### src/rtl/ldst_pkg.sv
// Shared encodings for the load/store address generator and formatter.
// Assumes a little-endian byte-addressed memory.
package ldst_pkg;
    typedef enum logic [2:0] {
        SH_LSL = 3'd0,
        SH_LSR = 3'd1,
        SH_ASR = 3'd2,
        SH_ROR = 3'd3,
        SH_RRX = 3'd4
    } shift_kind_e;

    typedef enum logic [1:0] {
        SZ_BYTE  = 2'd0,
        SZ_HALF  = 2'd1,
        SZ_WORD  = 2'd2,
        SZ_WORDX = 2'd3
    } acc_size_e;
endpackage

### src/rtl/ldst_offset_shifter.sv
// Offset barrel shifter: shifts or rotates the offset register by an
// immediate count, or rotates it one bit through the carry.
// Assumes shift_amt counts 0..XLEN-1, and 0 leaves the value unchanged.
module ldst_offset_shifter
    import ldst_pkg::*;
#(
    parameter int XLEN = 32
) (
    input  logic [XLEN-1:0]         val_in,
    input  logic [2:0]              kind,
    input  logic [$clog2(XLEN)-1:0] amt,
    input  logic                    cin,
    output logic [XLEN-1:0]         val_out
);
    localparam int SW = $clog2(XLEN);

    logic [SW:0]     rot_back;
    logic [XLEN-1:0] rot_val;

    // Complementary shift distance for the rotate.
    assign rot_back = (SW+1)'(XLEN) - {1'b0, amt};
    assign rot_val  = (val_in >> amt) | (val_in << rot_back);

    // Pick the shift flavour.
    always_comb begin
        case (kind)
            SH_LSR:  val_out = val_in >> amt;
            SH_ASR:  val_out = $signed(val_in) >>> amt;
            SH_ROR:  val_out = rot_val;
            SH_RRX:  val_out = {cin, val_in[XLEN-1:1]};
            default: val_out = val_in << amt;
        endcase
    end
endmodule

### src/rtl/ldst_addr_gen.sv
// Offset selection and address arithmetic. Produces the memory address,
// the updated base value and the writeback enable.
// Assumes pre_sel=1 with wb_en=0 is plain offset mode.
module ldst_addr_gen #(
    parameter int XLEN         = 32,
    parameter int IMM_W        = 12,
    parameter int IMM_NARROW_W = 8
) (
    input  logic [XLEN-1:0]  base,
    input  logic [XLEN-1:0]  raw_reg,
    input  logic [XLEN-1:0]  shifted_reg,
    input  logic [IMM_W-1:0] imm,
    input  logic             use_imm,
    input  logic             narrow,
    input  logic             sub_sel,
    input  logic             pre_sel,
    input  logic             wb_en,
    output logic [XLEN-1:0]  addr,
    output logic [XLEN-1:0]  base_nxt,
    output logic             base_we
);
    logic [XLEN-1:0] imm_wide;
    logic [XLEN-1:0] imm_short;
    logic [XLEN-1:0] offset;
    logic [XLEN-1:0] calc;

    assign imm_wide  = XLEN'(imm);
    assign imm_short = XLEN'(imm[IMM_NARROW_W-1:0]);

    // Offset source, with the narrow-access restriction applied.
    always_comb begin
        if (use_imm)
            offset = narrow ? imm_short : imm_wide;
        else
            offset = narrow ? raw_reg : shifted_reg;
    end

    // Add or subtract the offset from the base.
    always_comb begin
        calc = sub_sel ? (base - offset) : (base + offset);
    end

    // Indexing mode: choose the transfer address and writeback.
    always_comb begin
        addr     = pre_sel ? calc : base;
        base_nxt = calc;
        base_we  = ~pre_sel | wb_en;
    end
endmodule

### src/rtl/ldst_store_lanes.sv
// Store byte-lane enable generator. One enable per byte lane, chosen
// from the access size and the low address bits. Zero for loads.
module ldst_store_lanes
    import ldst_pkg::*;
#(
    parameter int XLEN = 32
) (
    input  logic [1:0]                    size,
    input  logic                          is_load,
    input  logic [$clog2(XLEN/8)-1:0]     lane,
    output logic [XLEN/8-1:0]             en
);
    localparam int LANES = XLEN / 8;
    localparam int LB    = $clog2(LANES);

    for (genvar i = 0; i < LANES; i++) begin : g_lane
        logic hit;
        // Does this lane belong to the access?
        always_comb begin
            case (size)
                SZ_BYTE: hit = (lane == LB'(i));
                SZ_HALF: hit = (lane[LB-1:1] == (LB-1)'(i >> 1));
                default: hit = 1'b1;
            endcase
        end
        assign en[i] = hit & ~is_load;
    end
endmodule

### src/rtl/ldst_load_format.sv
// Load data formatter. Selects the byte or halfword lane and extends it,
// or rotates a word fetched from a misaligned address.
// Assumes little-endian lanes; a halfword ignores lane bit 0.
module ldst_load_format
    import ldst_pkg::*;
#(
    parameter int XLEN = 32
) (
    input  logic [XLEN-1:0]            rdata,
    input  logic [$clog2(XLEN/8)-1:0]  lane,
    input  logic [1:0]                 size,
    input  logic                       sgn,
    output logic [XLEN-1:0]            result
);
    localparam int LB = $clog2(XLEN / 8);

    logic [2*XLEN-1:0] dbl;
    logic [XLEN-1:0]   rot;
    logic [15:0]       half_v;
    logic [LB:0]       half_base;

    assign dbl       = {rdata, rdata};
    assign rot       = dbl[{lane, 3'b000} +: XLEN];
    assign half_base = {lane[LB-1:1], 1'b0, 1'b0} >> 1;
    assign half_v    = dbl[{half_base, 3'b000} +: 16];

    // Extend the chosen lane, or pass the rotated word.
    always_comb begin
        case (size)
            SZ_BYTE: result = {{(XLEN-8){sgn & rot[7]}}, rot[7:0]};
            SZ_HALF: result = {{(XLEN-16){sgn & half_v[15]}}, half_v};
            default: result = rot;
        endcase
    end
endmodule

### src/rtl/ldst_agu_fmt.sv
// Top of the load/store address generator and load formatter.
// Registers all outputs one cycle after the inputs; synchronous
// active-low reset clears them. Assumes the register file and the bus
// handshake live outside.
module ldst_agu_fmt
    import ldst_pkg::*;
#(
    parameter int XLEN         = 32,
    parameter int IMM_W        = 12,
    parameter int IMM_NARROW_W = 8
) (
    input  logic                        clk,
    input  logic                        rst_n,
    input  logic [XLEN-1:0]             base_val,
    input  logic [XLEN-1:0]             offs_reg,
    input  logic [IMM_W-1:0]            imm_off,
    input  logic                        use_imm,
    input  logic [2:0]                  shift_kind,
    input  logic [$clog2(XLEN)-1:0]     shift_amt,
    input  logic                        carry_in,
    input  logic                        sub_sel,
    input  logic                        pre_sel,
    input  logic                        wb_en,
    input  logic [1:0]                  acc_size,
    input  logic                        acc_signed,
    input  logic                        is_load,
    input  logic [$clog2(XLEN/8)-1:0]   ld_lane,
    input  logic [XLEN-1:0]             ram_rdata,
    output logic [XLEN-1:0]             mem_addr,
    output logic [XLEN/8-1:0]           byte_en,
    output logic [XLEN-1:0]             base_next,
    output logic                        base_we,
    output logic [XLEN-1:0]             load_result
);
    localparam int LANES = XLEN / 8;
    localparam int LB    = $clog2(LANES);

    logic             narrow;
    logic [XLEN-1:0]  shifted;
    logic [XLEN-1:0]  addr_c;
    logic [XLEN-1:0]  base_nxt_c;
    logic             base_we_c;
    logic [LANES-1:0] en_c;
    logic [XLEN-1:0]  ld_c;

    // Halfword or signed accesses use the restricted offset forms.
    assign narrow = (acc_size == SZ_HALF) | acc_signed;

    ldst_offset_shifter #(.XLEN(XLEN)) shifter_i (
        .val_in (offs_reg),
        .kind   (shift_kind),
        .amt    (shift_amt),
        .cin    (carry_in),
        .val_out(shifted)
    );

    ldst_addr_gen #(
        .XLEN(XLEN), .IMM_W(IMM_W), .IMM_NARROW_W(IMM_NARROW_W)
    ) agen_i (
        .base       (base_val),
        .raw_reg    (offs_reg),
        .shifted_reg(shifted),
        .imm        (imm_off),
        .use_imm    (use_imm),
        .narrow     (narrow),
        .sub_sel    (sub_sel),
        .pre_sel    (pre_sel),
        .wb_en      (wb_en),
        .addr       (addr_c),
        .base_nxt   (base_nxt_c),
        .base_we    (base_we_c)
    );

    ldst_store_lanes #(.XLEN(XLEN)) lanes_i (
        .size   (acc_size),
        .is_load(is_load),
        .lane   (addr_c[LB-1:0]),
        .en     (en_c)
    );

    ldst_load_format #(.XLEN(XLEN)) fmt_i (
        .rdata (ram_rdata),
        .lane  (ld_lane),
        .size  (acc_size),
        .sgn   (acc_signed),
        .result(ld_c)
    );

    // Output register stage.
    always_ff @(posedge clk) begin
        if (!rst_n) begin
            mem_addr    <= '0;
            byte_en     <= '0;
            base_next   <= '0;
            base_we     <= 1'b0;
            load_result <= '0;
        end else begin
            mem_addr    <= addr_c;
            byte_en     <= en_c;
            base_next   <= base_nxt_c;
            base_we     <= base_we_c;
            load_result <= ld_c;
        end
    end


    post_index_chk: assert property (@(posedge clk) disable iff (!rst_n)
        !pre_sel |=> (mem_addr == $past(base_val)) && base_we);


    plain_no_wb_chk: assert property (@(posedge clk) disable iff (!rst_n)
        (pre_sel && !wb_en) |=> !base_we);


    load_no_lanes_chk: assert property (@(posedge clk) disable iff (!rst_n)
        is_load |=> (byte_en == '0));


    byte_store_one_chk: assert property (@(posedge clk) disable iff (!rst_n)
        (!is_load && acc_size == 2'b00) |=> ($countones(byte_en) == 1));


    ubyte_zero_fill_chk: assert property (@(posedge clk) disable iff (!rst_n)
        (is_load && acc_size == 2'b00 && !acc_signed) |=> (load_result[XLEN-1:8] == '0));


    sbyte_extend_chk: assert property (@(posedge clk) disable iff (!rst_n)
        (is_load && acc_size == 2'b00 && acc_signed) |=>
        ((load_result[XLEN-1:7] == '0) || (load_result[XLEN-1:7] == '1)));
endmodule

### config.mk
export PLATFORM = sky130hd
export DESIGN_NAME = ldst_agu_fmt
export DESIGN_NICKNAME = d
export VERILOG_FILES = /design/src/rtl/ldst_pkg.sv /design/src/rtl/ldst_offset_shifter.sv /design/src/rtl/ldst_addr_gen.sv /design/src/rtl/ldst_store_lanes.sv /design/src/rtl/ldst_load_format.sv /design/src/rtl/ldst_agu_fmt.sv
export SDC_FILE = /design/constraint.sdc
export NUM_CORES = 1
export LEC_CHECK = 0
export BUFFER_PORTS_ARGS = -buffer_cell sky130_fd_sc_hd__buf_2
export CORE_MARGIN = 2
export CORE_UTILIZATION = 38
export CTS_CLUSTER_SIZE = 20
export DETAILED_ROUTE_END_ITERATION = 7
export PLACE_DENSITY_LB_ADDON = 0.3
export REMOVE_ABC_BUFFERS = 1
export SETUP_SLACK_MARGIN = 0.2
export SLEW_MARGIN = 0
export SYNTH_ARGS = -nofsm -noshare
export SYNTH_HDL_FRONTEND = slang
export SYNTH_SLANG_ARGS = --single-unit
export TNS_END_PERCENT = 5
### constraint.sdc
create_clock -name clk -period 9.1 [get_ports clk]
set_input_delay 1.365 -clock clk [delete_from_list [all_inputs] [get_ports clk]]
set_output_delay 1.365 -clock clk [all_outputs]
set_load 0.02 [all_outputs]
==> results of run 1 <==
==> cell usage after synthesis (27+ instances only) <==
cell type | number | area share
nand2_1 | 148 | 0.039
and2_1 | 46 | 0.020
clkbuf_1 | 89 | 0.024
nor2_1 | 157 | 0.042
a31oi_1 | 27 | 0.012
dfxtp_1 | 101 | 0.14
buf_2 | 33 | 0.012
mux2i_1 | 97 | 0.068
inv_1 | 30 | 0.0079
mux4_2 | 114 | 0.18
ha_1 | 33 | 0.029
xnor2_1 | 37 | 0.023
o211ai_1 | 30 | 0.016
a21oi_1 | 96 | 0.034
mux2_2 | 43 | 0.034
nand3_1 | 33 | 0.012
o21ai_0 | 88 | 0.031
==> cell type report <==
cell class	instances	area, µm²	area share
Antenna cell	2	5.005	0.0003068
Clock buffer	12	256.5	0.01573
Clock inverter	4	77.57	0.004756
Inverter	32	120.1	0.007364
Multi-Input combinational cell	1376	11250	0.6896
Sequential cell	101	2022	0.1240
Tap cell	468	585.6	0.03590
Timing Repair Buffer	339	1996	0.1224
==> per-layer routing <==
metal / vias up / share of wire / track usage
li1: 6802 / - / -
met3: 277 / 0.090 / 0.05839
met2: 1148 / 0.45 / 0.6391
met4: 0 / 0.083 / 0.2749
met5: - / 0 / 0
met1: 7799 / 0.38 / 0.4764
==> per-stage QoR <==
step,instance area [µm²],hold slack [ps],setup slack (ps)
5_1_grt,16310,1270,660.1
3_5_place_dp,15970,1620,845.8
6_report,16310,1255,1080
2_1_floorplan,13360,1457,1153
4_1_cts,16310,1253,1168
3_3_place_gp,15970,1610,793.3
==> cells by family after synthesis <==
logic type	Yosys count	synth area share
and+or+nand+nor	537	0.1878
AOI/OAI and AO/OA	485	0.2394
muxes	261	0.2945
buffers and inverters	194	0.06703
DFF	101	0.1425
xor gates and xnor gates	59	0.03828
adders and majority gates	34	0.03052
==> state kept, by name, summed over array words and instances (netlist names) <==
signal       cells
base_next       32
load_result     32
mem_addr        32
byte_en          4
base_we          1
==> power by group through the flow <==
stage,Clock (µW),Combinational (µW),Sequential (µW)
finish,425,1300,529
floorplan,0,635,630
detailed placement,0,1260,539
global route,446,1360,535
global placement,0,1260,539
CTS,428,1270,529
==> cell usage in the layout, fill, tap and decap left out, types with 16 or more instances in the layout <==
cell type / count
a21oi_1: 95
o21ai_0: 87
ha_1: 33
a221oi_1: 21
nand2_1: 148
a31oi_1: 27
and2_1: 46
xnor2_1: 37
dfxtp_1: 101
nor3_1: 23
inv_1: 30
buf_4: 111
a2111oi_0: 16
xor2_1: 20
nor2b_1: 17
nand3_1: 33
buf_2: 226
mux2_2: 43
a21o_1: 20
mux2i_1: 97
a211oi_1: 22
nand2b_1: 24
o211ai_1: 30
mux4_2: 114
nor2_1: 157
==> critical path: stages <==
cell,delay [ps]
buf_4,690
or4_1,460
nand2_1,450
buf_4,290
nor3_1,850
o21ai_0,170
a311oi_1,830
nor4b_4,110
and2_1,200
buf_4,140
a21oi_1,160
xor2_1,170
ha_1,180
a21oi_1,70
nor2b_1,100
o21ai_0,80
nand2b_1,80
a21o_1,130
a2111oi_0,60
buf_4,160
o311a_1,380
nor3b_1,310
o22a_1,240
buf_4,130
nor2_1,40
a2111o_1,400
==> final timing paths <==
check                 slack, ps          from      endpoint
worst max-delay path       1080  shift_amt[2]  mem_addr[31]
worst min-delay path       1260         wb_en       base_we
==> metrics.md, run 1 <==
| Metric | Value |
|---|---|
| Result of the run | `finished, violations left` |
| Violated checks | `max-capacitance violations, max-slew violations` |
| Fin crit period | `8020 ps` |
| Clock tree from TritonCTS | `yes` |
| Share of async-settable or async-resettable flops after synthesis | `0` |
| Worst EP arrival | `8260 ps` |
| Distinct cell type count after synthesis | `104` |
| Wire length per cell after detailed routing | `33.48 µm` |
| Worst-path fanout max | `61` |
| Largest net degree at the start of global routing | `62` |
| Height of the die | `197.2 µm` |
| Part of the power in the clock network | `0.189` |
| Areal power density over the cells | `138.0 mW/mm²` |
| Highest clock rate | `124.7 MHz` |
| Post-CTS repair timing setup buffer count | `0` |
| Routed vias/inst | `6.866` |
| Wire length of the first global-routing pass | `110300 µm` |
| Actual transition at the worst max-transition pin | `1558 ps` |
| CTS-repair resized insts | `0` |
| Yosys warning total | `0` |
| P_int | `1255 µW` |
| Layout Cells excl Fill | `2334` |
| Post-route setup TNS | `0 ps` |
| Post-DRT Antenna Nets | `0` |
| Number of fill cells in the layout | `3704` |
| Post-Syn Area | `0.01419 mm²` |
| Dominant register cell in the synthesized netlist | `dfxtp_1` |
| Overall die area | `0.03889 mm²` |
| Detailed placer's ending HPWL | `59730 µm` |
| Worst setup path category | `in2reg` |
| Total core area | `0.03670 mm²` |
| GRT Util Overall | `0.3922` |
| Total chip power | `2251 µW` |
| Crit share post-route | `0.8813` |
| Switching portion of total power | `0.4427` |
| Hold Crit Class | `in2reg` |
| Count of H-tree levels built during CTS | `3` |
| Peak supply drop | `0.09115 mV` |
| Drt pass-1 iters | `5` |
| Weighted congestion reported at the end of routability-driven placement | `1.101` |
| Final Core Density | `0.4445` |
| Hold_buf cts | `0` |
| Cell depth of the worst min-delay path | `3` |
| Flop pwr share | `0.235` |
| Final net count | `2022` |
| Total wire length | `78140 µm` |
| Number of enable flip-flop cells after synthesis | `0` |
| Net switching power | `996.7 µW` |
| Final Hold Viols | `0` |
| Number of CTS-inserted buffers | `9` |
| P_leak | `0.006646 µW` |
| Clock sink count | `101` |
| Clock root cell | `clkbuf_16` |
| Top-level port count | `230` |
| Worst Path Required | `9340 ps` |
| Row cnt | `70` |
| DRT iter0 DRCs | `1746` |
| Post-synthesis instance total | `1671` |
| Mean post-synth cell area | `8.490 µm²` |
| Worst-case clock buffer depth | `2` |
| Number of instances in the placed design | `2316` |
| Synthesis-stage register bit count | `101` |
| Initial Utilization | `0.3866` |
| Antenna violations before repair | `1` |
| Total DRC errors in the routed layout | `0` |
| Final setup violation count | `0` |
| Category of the worst setup path capture point | `flip-flop` |
| Via count of the first global-routing pass | `15445` |
| Share of total power in combinational logic | `0.577` |
| Clock slew at reported path FFs | `70 ps` |
| Max-slew headroom | `-0.06557` |
| Width of the die | `197.2 µm` |
| Count of final max-slew check failures | `2` |
| Type of origin of the critical path | `input port` |
| Unrepaired setup endpoints after global routing | `false` |
| Area Growth Syn to Fin | `14.98%` |
| Fraction of the yosys area taken by sequential cells | `0.1425` |
| Via Count | `16026` |
| Max-capacitance violation count | `1` |
| Fraction of final layout cells sized beyond drive strength 1 | `0.3020` |
| Port Buffers | `229` |
| GR Overflow Total | `0` |
No activity file was read; power rests on OpenSTA's default activity.
==> run 2: changes to the inputs <==
--- a/config.mk
+++ b/config.mk
@@ -10,7 +10,7 @@
 export CORE_UTILIZATION = 38
 export CTS_CLUSTER_SIZE = 20
 export DETAILED_ROUTE_END_ITERATION = 7
-export PLACE_DENSITY_LB_ADDON = 0.3
+export GPL_TIMING_DRIVEN = 0
 export REMOVE_ABC_BUFFERS = 1
 export SETUP_SLACK_MARGIN = 0.2
 export SLEW_MARGIN = 0
==> run 2 against run 1 <==
  * The run still ends with max-capacitance violations, max-slew violations left
  * Clock power fell by 6.8%
  * Fmax fell by 6.9%
  * Utilization fell by 1.3 points
  * Global-route usage fell by 2.1 points
  * Wire length fell by 4.7%
  * First-iteration DRC count fell by 17%
==> metrics.md, run 2 (synthesis results as in run 1) <==
| Metric | Value |
|---|---|
| Summed area of non-filler cells in the final layout | `0.01585 mm²` |
| Unrepaired setup endpoints after global routing | `false` |
| DRT iter0 DRCs | `1442` |
| Largest net degree at the start of global routing | `85` |
| Overall die area | `0.03889 mm²` |
| Flop pwr share | `0.245` |
| Switching portion of total power | `0.4488` |
| Hold_buf cts | `0` |
| Worst Path Required | `9330 ps` |
| Met2 track demand over resource | `0.6045` |
| Total core area | `0.03670 mm²` |
| Area used by sequential logic in the layout | `0.002022 mm²` |
| Drt pass-1 iters | `5` |
| Total DRC errors in the routed layout | `0` |
| Layout Cells excl Fill | `2244` |
| Clock root cell | `clkbuf_16` |
| Area Growth Syn to Fin | `11.73%` |
| Grt peak-use layer | `met2` |
| Largest regs | `base_next (32), load_result (32), mem_addr (32)` |
| Max-slew headroom | `-0.07617` |
| Height of the die | `197.2 µm` |
| Highest clock rate | `116.1 MHz` |
| Fraction of final layout cells sized beyond drive strength 1 | `0.2740` |
| Width of the die | `197.2 µm` |
| Met1 Use GR | `0.4484` |
| Final setup violation count | `0` |
| Final Hold Viols | `0` |
| Final net count | `1932` |
| Wire length of the first global-routing pass | `105400 µm` |
| Area used by multi-input combinational logic | `0.01135 mm²` |
| Number of CTS-inserted buffers | `9` |
| Max-capacitance violation count | `1` |
| Hold Crit Class | `in2reg` |
| Fin crit period | `8616 ps` |
| Commonest non-fill, non-tap cell in the layout | `buf_2` |
| Weighted congestion reported at the end of routability-driven placement | `0.9964` |
| Violated checks | `max-capacitance violations, max-slew violations` |
| Initial Utilization | `0.3866` |
| Hold WS | `1253 ps` |
| Total wire length | `74440 µm` |
| Via count of the first global-routing pass | `15000` |
| Met3 track demand over resource | `0.06761` |
| Result of the run | `finished, violations left` |
| Peak supply drop | `0.08329 mV` |
| Wire length per cell after detailed routing | `33.17 µm` |
| Clock slew at reported path FFs | `70 ps` |
| Port Buffers | `229` |
| P_leak | `0.006245 µW` |
| Net switching power | `969.2 µW` |
| Worst-case clock buffer depth | `2` |
| Post-DRT Antenna Nets | `0` |
| Setup WS post-layout | `483.6 ps` |
| Type of origin of the critical path | `input port` |
| Antenna violations before repair | `1` |
| Actual transition at the worst max-transition pin | `1614 ps` |
| Top-level port count | `230` |
| Part of the power in the clock network | `0.184` |
| Worst EP arrival | `8850 ps` |
| Row cnt | `70` |
| GRT Util Overall | `0.3709` |
| Areal power density over the cells | `136.3 mW/mm²` |
| Number of instances in the placed design | `2219` |
| Worst-path fanout max | `45` |
| Clock sink count | `101` |
| Crit share post-route | `0.9469` |
| GR Overflow Total | `0` |
| Count of final max-slew check failures | `5` |
| Worst Setup Slack post-DPL | `-1806 ps` |
| Clock tree from TritonCTS | `yes` |
| Top library cells by usage in the layout, fill and taps aside | `buf_2, nor2_1, nand2_1, mux4_2, dfxtp_1` |
| Worst setup path category | `in2reg` |
| Number of fill cells in the layout | `3656` |
| Area of placed instances | `0.01536 mm²` |
| Routed vias/inst | `6.938` |
| Via Count | `15568` |
| Count of H-tree levels built during CTS | `3` |
| Share of total power in combinational logic | `0.572` |
| Category of the worst setup path capture point | `flip-flop` |
| P_int | `1190 µW` |
| Detailed placer's ending HPWL | `54230 µm` |
run 2: metal layers:
metal,vias up,part of all wire
met5,-,0
met4,0,0.074
met3,226,0.092
met2,1017,0.46
met1,7683,0.38
li1,6642,-
run 2: metrics by stage:
stage,setup TNS (ps),utilization,power [µW]
final,0,0.4319,2160
after floorplan,0,-,1265
after global routing,0,0.4318,2262
after global placement,-200010,0.4111,1724
after detailed placement,-30600,0.4186,1732
after CTS,0,0.4292,2137
run 2: power groups by stage:
stage	combinational, µW	sequential (µW)	clock [µW]
floorplan	635	630	0
global placement	1190	539	0
detailed placement	1190	539	0
CTS	1200	529	404
global route	1310	535	420
finish	1230	528	396
run 2: timing repair:
item                       CTS  global route
pin swaps                    1             2
buffers inserted             3             1
cloned                       0             3
setup endpoints to repair   32            12
resized for setup            9             8
run 2: path summary, 6_finish.rpt:
| kind | from | endpoint | slack [ps] | cells past startpoint |
|---|---|---|---|---|
| max | shift_amt[1] | mem_addr[31] | 480 | 26 |
| min | wb_en | base_we | 1250 | 3 |
run 2: area by class of cell:
| cell class | count | area share |
|---|---|---|
| multi-input combinational | 1378 | 0.7163 |
| inverter | 32 | 0.007894 |
| sequential | 101 | 0.1276 |
| tap | 468 | 0.03694 |
| clock inverter | 6 | 0.004421 |
| clock buffer | 10 | 0.01508 |
| timing repair buffer | 247 | 0.09149 |
| antenna | 2 | 0.0003158 |
run 2: critical path, cell delays in order:
cell and delay (ps):
buf_6 350, buf_16 270, clkinv_2 370, ha_4 560
inv_1 340, mux4_2 580, nor4_1 110, a211oi_1 820
a31oi_1 350, nor4b_4 460, and2_1 260, and3_1 200
nor2_1 50, xor2_1 170, ha_1 340, nor2b_1 150
o21ai_0 150, nand2b_1 70, a21o_1 200, a2111oi_2 450
o311a_1 310, nor3b_1 90, o22a_1 230, nand3_2 70
o21ai_1 70, a2111o_1 350
==> run 3: changes to the inputs <==
--- a/config.mk
+++ b/config.mk
@@ -11,6 +11,7 @@
 export CTS_CLUSTER_SIZE = 20
 export DETAILED_ROUTE_END_ITERATION = 7
 export GPL_TIMING_DRIVEN = 0
+export PLACE_DENSITY = 0.62
 export REMOVE_ABC_BUFFERS = 1
 export SETUP_SLACK_MARGIN = 0.2
 export SLEW_MARGIN = 0
==> run 3 against run 2 <==
  * The run ends with max-capacitance violations left
  * Via count up 0.82%
  * Highest routed layer is now met5
  * Worst hold slack better by 3.7 ps
  * Fmax down 0.55%
  * Critical endpoint unchanged
  * Die area unchanged
  * Combinational power about the same
  * Count of clock-buffer cells in the layout unchanged
  * Worst setup slack worse by 48 ps
  * First-iteration DRC count up 30%
  * Largest power group unchanged
  * Sequential power about the same
  * Flip-flop and latch count unchanged
  * Global-route usage down 2.2 points
==> metrics.md, run 3 (synthesis results as in run 1) <==
| Metric | Value |
|---|---|
| Overall die area | `0.03889 mm²` |
| CP max stage delay | `650 ps` |
| Via Count | `15696` |
| Antenna violations before repair | `3` |
| Clock slew at reported path FFs | `70 ps` |
| Hold Crit Class | `in2reg` |
| Max-capacitance violation count | `1` |
| Final setup violation count | `0` |
| Setup WS post-layout | `435.6 ps` |
| Result of the run | `finished, violations left` |
| Total core area | `0.03670 mm²` |
| GRT Util Overall | `0.3486` |
| Peak supply drop | `0.07889 mV` |
| Clock tree from TritonCTS | `yes` |
| Clock sink count | `101` |
| Fraction of final layout cells sized beyond drive strength 1 | `0.2742` |
| Final net count | `1934` |
| Layout Cells excl Fill | `2246` |
| Routed vias/inst | `6.988` |
| Row cnt | `70` |
| DRT iter0 DRCs | `1873` |
| Type of origin of the critical path | `input port` |
| Drt pass-1 iters | `8` |
| P_leak | `0.006246 µW` |
| Count of final max-slew check failures | `0` |
| Weighted congestion reported at the end of routability-driven placement | `1.090` |
| Post-DRT Antenna Nets | `0` |
| Detailed placer's ending HPWL | `51150 µm` |
| Total chip power | `2137 µW` |
| Width of the die | `197.2 µm` |
| Worst Setup Slack post-DPL | `-1616 ps` |
| Slowest stage cell, crit path | `o31ai_2` |
| Largest net degree at the start of global routing | `103` |
| Number of instances in the placed design | `2221` |
| Wire length per cell after detailed routing | `31.13 µm` |
| Highest clock rate | `115.4 MHz` |
| Wire length of the first global-routing pass | `100400 µm` |
| Actual transition at the worst max-transition pin | `1481 ps` |
| GR Overflow Total | `0` |
| Worst-path fanout max | `64` |
| Worst-case clock buffer depth | `2` |
| Final Core Density | `0.4314` |
| Unrepaired setup endpoints after global routing | `false` |
| Areal power density over the cells | `135.0 mW/mm²` |
| Port Buffers | `229` |
| Count of H-tree levels built during CTS | `3` |
| Total DRC errors in the routed layout | `0` |
| Via count of the first global-routing pass | `14726` |
| Hold_buf cts | `0` |
| Worst setup path category | `in2reg` |
| Crit share post-route | `0.9521` |
| Height of the die | `197.2 µm` |
| Max-slew headroom | `0.005372` |
| Fin crit period | `8664 ps` |
| Top-level port count | `230` |
| Area Growth Syn to Fin | `11.61%` |
| Total wire length | `69910 µm` |
| Clock root cell | `clkbuf_16` |
| Largest regs | `base_next (32), load_result (32), mem_addr (32)` |
| Hold WS | `1256 ps` |
| Category of the worst setup path capture point | `flip-flop` |
| Final Hold Viols | `0` |
| Top library cells by usage in the layout, fill and taps aside | `buf_2, nor2_1, nand2_1, mux4_2, dfxtp_1` |
| Worst Path Required | `9340 ps` |
| Violated checks | `max-capacitance violations` |
| Initial Utilization | `0.3866` |
| Worst EP arrival | `8900 ps` |
| Number of CTS-inserted buffers | `9` |
| Commonest non-fill, non-tap cell in the layout | `buf_2` |
-- run 3: cell types whose count changed in the layout (fill, tap and decap cells not counted), sizes merged --
cell / before / now
inv: 32 / 34
buf: 246 / 249
xor2: 22 / 21
bufinv: 1 / 0
clkinvlp: 3 / 2
-- run 3: what timing repair did --
item                                    CTS  global route
buffers inserted                          1             4
pin swaps                                 0             3
endpoints found under the setup margin   28            11
gates cloned                              0             2
resized for setup                        10             3
-- run 3: stage by stage --
stage | setup TNS (ps) | area [µm²]
after detailed placement | -22790 | 15390
after floorplan | 0 | 13360
after CTS | 0 | 15750
final | 0 | 15830
after global placement | -177290 | 15090
after global routing | 0 | 15830
-- run 3: final cells by class --
cell class                      instances  area, µm²
Antenna cell                            2      5.005
Clock buffer                           10      239.0
Clock inverter                          6      53.80
Fill cell                            3715      20870
Inverter                               32      123.9
Multi-Input combinational cell       1377      11330
Sequential cell                       101       2022
Tap cell                              468      585.6
Timing Repair Buffer                  250       1476
-- run 3: final timing paths --
path,from,to,slack [ps],depth (start not counted)
max,shift_amt[2],mem_addr[31],440,26
min,wb_en,base_we,1260,3
-- run 3: metal layers --
layer	GRT usage	wire length (µm)	share of wire	vias to the layer above
li1	-	-	-	6624
met1	0.4331	25940	0.37	7618
met2	0.5412	30610	0.44	1197
met3	0.08708	8422	0.12	255
met4	0.2189	4928	0.070	2
met5	0	13	0.00019	-
-- run 3: worst max-delay path, delay by kind of cell --
family | cells | cell delay, ps
buffers and inverters | 2 | 620
adder cells (fa/ha/maj) | 1 | 340
AO/OA/AOI/OAI | 10 | 3280
XOR/XNOR | 1 | 170
AND/OR/NAND/NOR | 12 | 3020
-- run 3: power breakdown --
part	switching, µW	internal [µW]
registers	17.8	512
clock network	182	198
logic	772	455
total	971	1170
